File: src/rtl/lsag_pkg.sv
package lsag_pkg;
   timeunit 1ns;
   timeprecision 1ps;

   typedef enum logic [1:0] {
      AM_DISP   = 2'b00,
      AM_SCALED = 2'b01,
      AM_UPDATE = 2'b10,
      AM_PLAIN  = 2'b11
   } amode_e;

   typedef enum logic [1:0] {
      SZ_BYTE = 2'b00,
      SZ_HALF = 2'b01,
      SZ_WORD = 2'b10,
      SZ_WRSV = 2'b11
   } asize_e;
endpackage

File: src/rtl/lsag_sum.sv
module lsag_sum #(
   parameter int ADDR_W    = 32,
   parameter int DISP_W    = 16,
   parameter int SCALE_W   = 2,
   parameter bit HAS_INDEX = 1'b1
) (
   input  logic [ADDR_W-1:0]  base_val,
   input  logic [ADDR_W-1:0]  index_val,
   input  logic [SCALE_W-1:0] scale_code,
   input  logic [DISP_W-1:0]  disp,
   input  logic               use_index,
   output logic [ADDR_W-1:0]  sum
);
   timeunit 1ns;
   timeprecision 1ps;

   logic [ADDR_W-1:0] disp_ext;
   logic [ADDR_W-1:0] idx_term;

   generate
      if (ADDR_W <= DISP_W) begin : g_bad_width
         $error("lsag_sum: ADDR_W must exceed DISP_W");
      end
      if (SCALE_W < 1 || SCALE_W > 3) begin : g_bad_scale
         $error("lsag_sum: SCALE_W must be 1 to 3");
      end
   endgenerate

   always_comb begin
      disp_ext = ADDR_W'(signed'(disp));
   end

   generate
      if (HAS_INDEX) begin : g_index
         always_comb begin
            idx_term = use_index ? (index_val << scale_code) : '0;
         end
      end else begin : g_no_index
         always_comb begin
            idx_term = '0;
         end
      end
   endgenerate

   always_comb begin
      sum = base_val + idx_term + disp_ext;
   end
endmodule

File: src/rtl/lsag_lanes.sv
module lsag_lanes
   import lsag_pkg::*;
#(
   parameter int LANES = 4,
   localparam int OFF_W = $clog2(LANES)
) (
   input  logic [OFF_W-1:0] offset,
   input  asize_e           size,
   input  logic             big_endian,
   output logic [LANES-1:0] lane_en,
   output logic             misaligned
);
   timeunit 1ns;
   timeprecision 1ps;

   logic [OFF_W:0]    nbytes;
   logic [OFF_W-1:0]  align_mask;
   logic [LANES-1:0]  le_hit;

   generate
      if (LANES < 4 || (LANES & (LANES - 1)) != 0) begin : g_bad_lanes
         $error("lsag_lanes: LANES must be a power of two of at least 4");
      end
   endgenerate

   always_comb begin
      unique case (size)
         SZ_BYTE: nbytes = (OFF_W+1)'(1);
         SZ_HALF: nbytes = (OFF_W+1)'(2);
         default: nbytes = (OFF_W+1)'(4);
      endcase
      align_mask = OFF_W'(nbytes - 1'b1);
      misaligned = |(offset & align_mask);
   end

   generate
      for (genvar i = 0; i < LANES; i++) begin : g_hit
         localparam int unsigned LANE_ID = i;
         always_comb begin
            le_hit[i] = !misaligned
                        && (LANE_ID >= 32'(offset))
                        && (LANE_ID < (32'(offset) + 32'(nbytes)));
         end
      end
      for (genvar j = 0; j < LANES; j++) begin : g_map
         always_comb begin
            lane_en[j] = big_endian ? le_hit[LANES-1-j] : le_hit[j];
         end
      end
   endgenerate

   always_comb begin
      if (!misaligned) begin

         lane_count_chk: assert ($countones(lane_en) == int'(nbytes));
      end
   end
endmodule

File: src/rtl/ls_addr_gen.sv
module ls_addr_gen
   import lsag_pkg::*;
#(
   parameter int ADDR_W    = 32,
   parameter int DISP_W    = 16,
   parameter int SCALE_W   = 2,
   parameter int REG_W     = 5,
   parameter int LANES     = 4,
   parameter bit HAS_INDEX = 1'b1
) (
   input  logic               clk,
   input  logic               rst_n,
   input  logic               req_valid,
   input  logic [1:0]         req_mode,
   input  logic [1:0]         req_size,
   input  logic               big_endian,
   input  logic [ADDR_W-1:0]  base_val,
   input  logic [REG_W-1:0]   base_idx,
   input  logic [ADDR_W-1:0]  index_val,
   input  logic [SCALE_W-1:0] scale_code,
   input  logic [DISP_W-1:0]  disp,
   output logic               ea_valid,
   output logic [ADDR_W-1:0]  ea,
   output logic [LANES-1:0]   lane_en,
   output logic               misaligned,
   output logic               wb_en,
   output logic [REG_W-1:0]   wb_idx,
   output logic [ADDR_W-1:0]  wb_data
);
   timeunit 1ns;
   timeprecision 1ps;

   localparam int OFF_W = $clog2(LANES);

   generate
      if (ADDR_W <= OFF_W) begin : g_bad_addr
         $error("ls_addr_gen: ADDR_W too small for LANES");
      end
   endgenerate

   amode_e            mode;
   asize_e            size;
   logic [ADDR_W-1:0] sum;
   logic [LANES-1:0]  lane_d;
   logic              mis_d;
   logic              wb_d;

   always_comb begin
      mode = amode_e'(req_mode);
      size = asize_e'(req_size);
   end

   lsag_sum #(
      .ADDR_W    (ADDR_W),
      .DISP_W    (DISP_W),
      .SCALE_W   (SCALE_W),
      .HAS_INDEX (HAS_INDEX)
   ) u_sum (
      .base_val   (base_val),
      .index_val  (index_val),
      .scale_code (scale_code),
      .disp       (disp),
      .use_index  (mode == AM_SCALED),
      .sum        (sum)
   );

   lsag_lanes #(
      .LANES (LANES)
   ) u_lanes (
      .offset     (sum[OFF_W-1:0]),
      .size       (size),
      .big_endian (big_endian),
      .lane_en    (lane_d),
      .misaligned (mis_d)
   );

   always_comb begin
      wb_d = req_valid && (mode == AM_UPDATE) && !mis_d;
   end

   always_ff @(posedge clk) begin
      if (!rst_n) begin
         ea_valid   <= 1'b0;
         ea         <= '0;
         lane_en    <= '0;
         misaligned <= 1'b0;
         wb_en      <= 1'b0;
         wb_idx     <= '0;
         wb_data    <= '0;
      end else begin
         ea_valid   <= req_valid;
         lane_en    <= req_valid ? lane_d : '0;
         misaligned <= req_valid && mis_d;
         wb_en      <= wb_d;
         if (req_valid) begin
            ea <= sum;
         end
         if (wb_d) begin
            wb_idx  <= base_idx;
            wb_data <= sum;
         end
      end
   end


   mis_quiet_chk: assert property (@(posedge clk) disable iff (!rst_n)
      misaligned |-> (lane_en == '0 && !wb_en));


   wb_match_chk: assert property (@(posedge clk) disable iff (!rst_n)
      wb_en |-> (ea_valid && wb_data == ea));


   idle_quiet_chk: assert property (@(posedge clk) disable iff (!rst_n)
      !ea_valid |-> (lane_en == '0 && !misaligned && !wb_en));
endmodule

File: config.mk
export PLATFORM = sky130hd
export DESIGN_NAME = ls_addr_gen
export DESIGN_NICKNAME = d
export VERILOG_FILES = /design/src/rtl/lsag_pkg.sv /design/src/rtl/lsag_sum.sv /design/src/rtl/lsag_lanes.sv /design/src/rtl/ls_addr_gen.sv
export SDC_FILE = /design/constraint.sdc
export NUM_CORES = 1
export LEC_CHECK = 0
export BUFFER_PORTS_ARGS = -buffer_cell sky130_fd_sc_hd__buf_4
export CORE_ASPECT_RATIO = 0.6
export CORE_MARGIN = 1
export CORE_UTILIZATION = 43
export DETAILED_ROUTE_END_ITERATION = 12
export PLACE_DENSITY = 0.7
export SETUP_SLACK_MARGIN = 0.5
export SLEW_MARGIN = 20
export SYNTH_ARGS = -nofsm -noshare
export SYNTH_HDL_FRONTEND = slang
export SYNTH_SLANG_ARGS = --single-unit
File: constraint.sdc
create_clock -name clk -period 3.9 [get_ports clk]
set_input_delay 0.585 -clock clk [delete_from_list [all_inputs] [get_ports clk]]
set_output_delay 0.585 -clock clk [all_outputs]
set_load 0.01 [all_outputs]
== Yosys cells after proc, flatten, opt, wreduce, memory -nomap -nowiden ==
Index checks and enable logic that the tools add are counted.

* Bits of input ports: 95
* Bits in registers: 76
* Logic and storage cells: 43
* Output and inout bits: 76

* Shift operators: 1
* Reduce and logical (&&, ||, !) cells: 14
* $lt $le $gt $ge: 7
* Mux-type cells: 6
* Add/sub/neg operators: 4
* Equality and inequality tests: 3
* Bitwise gates (word level): 1

{| class="wikitable"
|+ Operators with widths
! kind !! number
|-
| $add 32x32->32 || 2
|-
| $lt 1x32->1 const A || 2
|-
| $lt 2x32->1 const A || 2
|-
| $mux 32 || 1
|-
| $shl 32x2->32 || 1
|-
| $logic_and 1x1->1 || 10
|-
| $pmux 3 s2 || 1
|-
| $add 2x3->4 || 1
|-
| $eq 2x1->1 const B || 2
|-
| $ge 1x2->1 const A || 2
|-
| $mux 1 || 4
|-
| $and 2x2->2 || 1
|-
| $eq 2x2->1 const B || 1
|-
| $ge 2x2->1 const A || 1
|-
| $logic_not 2->1 || 1
|-
| $reduce_and 2->1 || 1
|-
| $reduce_or 2->1 || 1
|-
| $sub 2x1->2 const B || 1
|-
| $logic_not 1->1 || 1
|}

== Depth between registers and ports, before layout ==
* Depth in word-level cells: 10
* Gate-level depth with buffers: 14
* Gate-level depth less buffers: 13

== Hierarchy ==
From an unflattened synthesis, not the netlist that was laid out.

* Cells, all modules: 689
* Area, all modules: 6547.5 µm²

{| class="wikitable"
|+ By module, submodules not included
! module !! times used !! seq. area each (µm²) !! cells an instance !! area an instance (µm²)
|-
| lsag_sum || 1 || 0.0 || 377 || 3447.1
|-
| ls_addr_gen || 1 || 1521.5 || 280 || 2884.0
|-
| lsag_lanes || 1 || 0.0 || 32 || 216.5
|}

== Worst setup path before layout ==
No wires, ideal clock.

* Kind: in2reg
* Start point: input scale_code[0]
* End point: register wb_data[29]
* Data required time: 3.778 ns
* Path buffers: 3
* Setup time: 0.122 ns
* Setup slack: -0.065 ns
* Cell stages on the path: 14
* Data arrival time: 3.843 ns
* Cells stage by stage: buf_2 -> buf_1 -> mux2i_1 -> o22ai_1 -> fa_1 -> ha_1 -> buf_6 -> a21o_1 -> a22o_1 -> a41oi_2 -> o21ai_2 -> a221oi_4 -> a2111oi_1 -> a311o_1

* Cells in the longest elaborated chain, start to end: 8

{| class="wikitable"
|+ Ends and longest elaborated chain
! element !! RTL line !! text
|-
| from (decl) || ls_addr_gen.sv:20 || <nowiki>input logic [SCALE_W-1:0] scale_code,</nowiki>
|-
| $shl 32x2->32 (*) || lsag_sum.sv:36 || <nowiki>idx_term = use_index ? (index_val << scale_code) : '0;</nowiki>
|-
| $mux 32 (*) || lsag_sum.sv:36 ||
|-
| $add 32x32->32 (*) (2 in a row) || lsag_sum.sv:46 || <nowiki>sum = base_val + idx_term + disp_ext;</nowiki>
|-
| $and 2x2->2 || lsag_lanes.sv:33 || <nowiki>misaligned = |(offset & align_mask);</nowiki>
|-
| $reduce_or 2->1 || lsag_lanes.sv:33 ||
|-
| $logic_not 1->1 || ls_addr_gen.sv:78 || <nowiki>wb_d = req_valid && (mode == AM_UPDATE) && !mis_d;</nowiki>
|-
| $logic_and 1x1->1 || ls_addr_gen.sv:78 ||
|-
| to (signal assigned) || ls_addr_gen.sv:100 || <nowiki>wb_data <= sum;</nowiki>
|-
| to (decl) || ls_addr_gen.sv:28 || <nowiki>output logic [ADDR_W-1:0] wb_data</nowiki>
|}

Every way passes the cells marked *; elsewhere a longest branch is shown, timed or not.
A chain may end at the register's enable or synchronous reset.

== Worst setup path in the final report ==
* Start point: input scale_code[1]
* End point: register wb_data[29]

Same word-level chain as after synthesis.

==> results.txt <==
Routed WL -> 20.5 mm
global-route wire length before repair -> 31.2 mm
worst rel slew slack -> 60.6%
final hold viol count -> 0
leak pwr -> 0.00404 uW
CTS Sinks -> 76
largest net degree at the start of global routing -> 52
1st-iter DRT viols -> 318
std cell rows -> 33
antenna violations before repair -> 0
Ports -> 171
HPWL after detailed placement -> 15.2 mm
RR Endpoint -> wb_data[20]$_SDFFE_PN0P_
synthesized cell area -> 0.00618 mm2
core area -> 0.0138 mm2
Worst Path Arrival -> 3760 ps
final setup fails -> 0
vias post-DR -> 6430
Avg Cell Area, Syn -> 8.66 um2
Syn Nets -> 876
Ys Warns -> 0
H-tree depth -> 3
pre-CTS setup slack -> -116 ps
Hold Path Class -> flip-flop to flip-flop
full die area -> 0.0149 mm2
post-layout net count -> 1105
cts bufs inserted -> 9
Clock Skews -> 0 ps
TNS Setup -> 0 ps
Pwr Density -> 392 mW/mm2
Synth cell types -> 78
Peak VDD IR -> 247 uV
total of max-cap violations -> 0
Final Max Slew Viols -> 0
r2r setup slk -> 3070 ps
gr usage total -> 26.7%
# DRC -> 0
WS Path Type -> input port to flip-flop
max frequency -> 283 MHz
outcome -> completed
Finished Core Util -> 68.0%
fill count -> 1097
Worst R2R Start -> wb_data[20]$_SDFFE_PN0P_
hold buffer count at CTS -> 0
CP endpoint -> wb_data[29]$_SDFFE_PN0P_
ys async rst share -> 0%
Worst-path clk slew -> 60 ps
Max Buffers Root-to-Sink -> 2
Worst-Skew Late Latency -> 330 ps
Crit. Startpoint -> scale_code[1]
final worst slack -> 360 ps
Syn Inst Count -> 714
area grow syn2layout -> 52.1%
Remaining Overflow, GRT -> 0
gp weighted congestion -> 0.931
CP required -> 4120 ps
Worst Setup Start Kind -> input port
vias in the first global route -> 6229
WL/cell -> 17.9 um
RSZ-0062 raised after global routing -> yes
final period utilization -> 90.8%
number of diodes -> 0
post-route ant nets -> 0
EDFF count, synth -> 0
Worst R2R Path Depth -> 2
Worst Max-Slew Pin Slew -> 588 ps
drt first pass iters -> 4
I/O Buffers -> 170
Die X -> 157 um
sequential-to-total area share from yosys stat -> 24.6%
Yosys reg bits -> 76
layout cells sized above 1 -> 42.5%
TritonCTS clock tree -> done
clock period minus worst slack -> 3540 ps
Initial Util -> 44.7%
DR vias/cell -> 5.64
CP max FO -> 8
Setup crit end kind -> flip-flop
Die Y-Extent -> 94.9 um
Clock Root Buffer -> clkbuf_16
Synth Flop Type -> dfxtp_1
[through the flow]
| step | hold WS [ps] | std cells | area (um2) | total power (uW) |
|---|---|---|---|---|
| floorplan | 472 | 714 | 6410 | 1850 |
| global placement | 443 | 1097 | 8200 | 2420 |
| detailed placement | 451 | 1097 | 8200 | 2450 |
| CTS | 460 | 1123 | 8920 | 3540 |
| global route | 486 | 1140 | 9410 | 3880 |
| finish | 460 | 1140 | 9410 | 3680 |
[critical path, stage by stage]
cell,delay (ps)
buf_8,110
or3b_4,500
clkbuf_16,200
o22ai_4,180
fa_1,450
ha_4,280
a21o_1,210
a22o_1,240
a41oi_2,190
o21ai_2,100
a221oi_4,280
a2111oi_2,110
a311o_1,320
[kinds of logic after synthesis]
group / synth area share [%]
adders and majority gates: 17.6
xor gates and xnor gates: 2.98
muxes: 8.14
AOI/OAI and AO/OA: 24.3
buffers and inverters: 5.48
DFF: 24.6
and+or+nand+nor: 16.9
[routing by layer]
| layer | part of all wire (%) | vias up | track usage, % |
|---|---|---|---|
| li1 | - | 3104 | - |
| met1 | 47 | 3099 | 35.2 |
| met2 | 47 | 207 | 46.3 |
| met3 | 5.0 | 20 | 4.22 |
| met4 | 1.1 | 0 | 5.47 |
| met5 | 0 | - | 0 |
[power by group]
part	switching, uW	internal [uW]
sequential	52.3	857
combinational	929	878
clock	340	627
[layout by cell type (no fill, tap or decap), types with 4 or more instances in the layout]
cell type / instances
a211oi_1: 13
a21o_1: 11
a21oi_1: 42
a21oi_2: 12
a311o_1: 5
a31oi_1: 6
and3_1: 4
and3_4: 4
buf_12: 4
buf_4: 249
buf_6: 8
clkbuf_16: 12
dfxtp_1: 76
fa_1: 32
ha_1: 13
ha_4: 20
inv_1: 25
mux2i_1: 39
mux2i_2: 5
mux2i_4: 4
nand2_1: 63
nand3_1: 30
nand3b_1: 5
nand4_1: 18
nor2_1: 44
nor3_1: 8
nor3_2: 4
o211ai_1: 8
o21ai_0: 14
o21ai_1: 7
o21ai_2: 8
o22ai_1: 15
o22ai_2: 10
o22ai_4: 5
or3_1: 8
xnor2_1: 16
xor2_1: 4
[cell type report]
type                       instances  area (um2)  area share [%]
multi-input combinational        561        5040            53.6
clock buffer                      10         229            2.43
tap                              192         240            2.55
sequential                        76        1520            16.2
inverter                          28         105            1.12
timing repair buffer             267        2160            23.0
clock inverter                     6         113            1.20
[cell usage after synthesis (13+ instances only)]
library cell | instances | area [um2]
dfxtp_1 | 76 | 1520
nand2_1 | 67 | 251
a21oi_1 | 54 | 270
mux2i_1 | 48 | 480
nor2_1 | 46 | 173
ha_1 | 34 | 425
fa_1 | 33 | 661
nand3_1 | 31 | 155
o22ai_1 | 29 | 181
inv_1 | 27 | 101
clkbuf_1 | 24 | 90.1
o21ai_0 | 24 | 120
nand4_1 | 18 | 113
xnor2_1 | 17 | 149
buf_2 | 16 | 80.1
a211oi_1 | 15 | 113
a21o_1 | 13 | 97.6
[how the worst min path moves through the flow]
stage,slack (ps),from,end,cells past startpoint
after detailed placement,450,wb_data[2]$_SDFFE_PN0P_,wb_data[2]$_SDFFE_PN0P_,2
after global routing,490,wb_idx[0]$_SDFFE_PN0P_,wb_idx[0]$_SDFFE_PN0P_,2
after global placement,440,wb_idx[4]$_SDFFE_PN0P_,wb_idx[4]$_SDFFE_PN0P_,2
after floorplan,470,ea[28]$_SDFFE_PN0P_,ea[28]$_SDFFE_PN0P_,2
after CTS,460,wb_data[2]$_SDFFE_PN0P_,wb_data[2]$_SDFFE_PN0P_,2
final,460,ea[18]$_SDFFE_PN0P_,ea[18]$_SDFFE_PN0P_,2
[what timing repair did]
action | 4_1_cts | 5_1_grt
gates cloned | 1 | 3
buffers inserted | 9 | 14
pin swaps | 38 | 58
setup endpoints to repair | 33 | 36
resized for setup | 48 | 61
[sequential cells by signal, indices dropped and copies added (netlist names)]
register	flops
ea	32
ea_valid	1
lane_en	4
misaligned	1
wb_data	32
wb_en	1
wb_idx	5
Power figures use the tool's default switching activity.
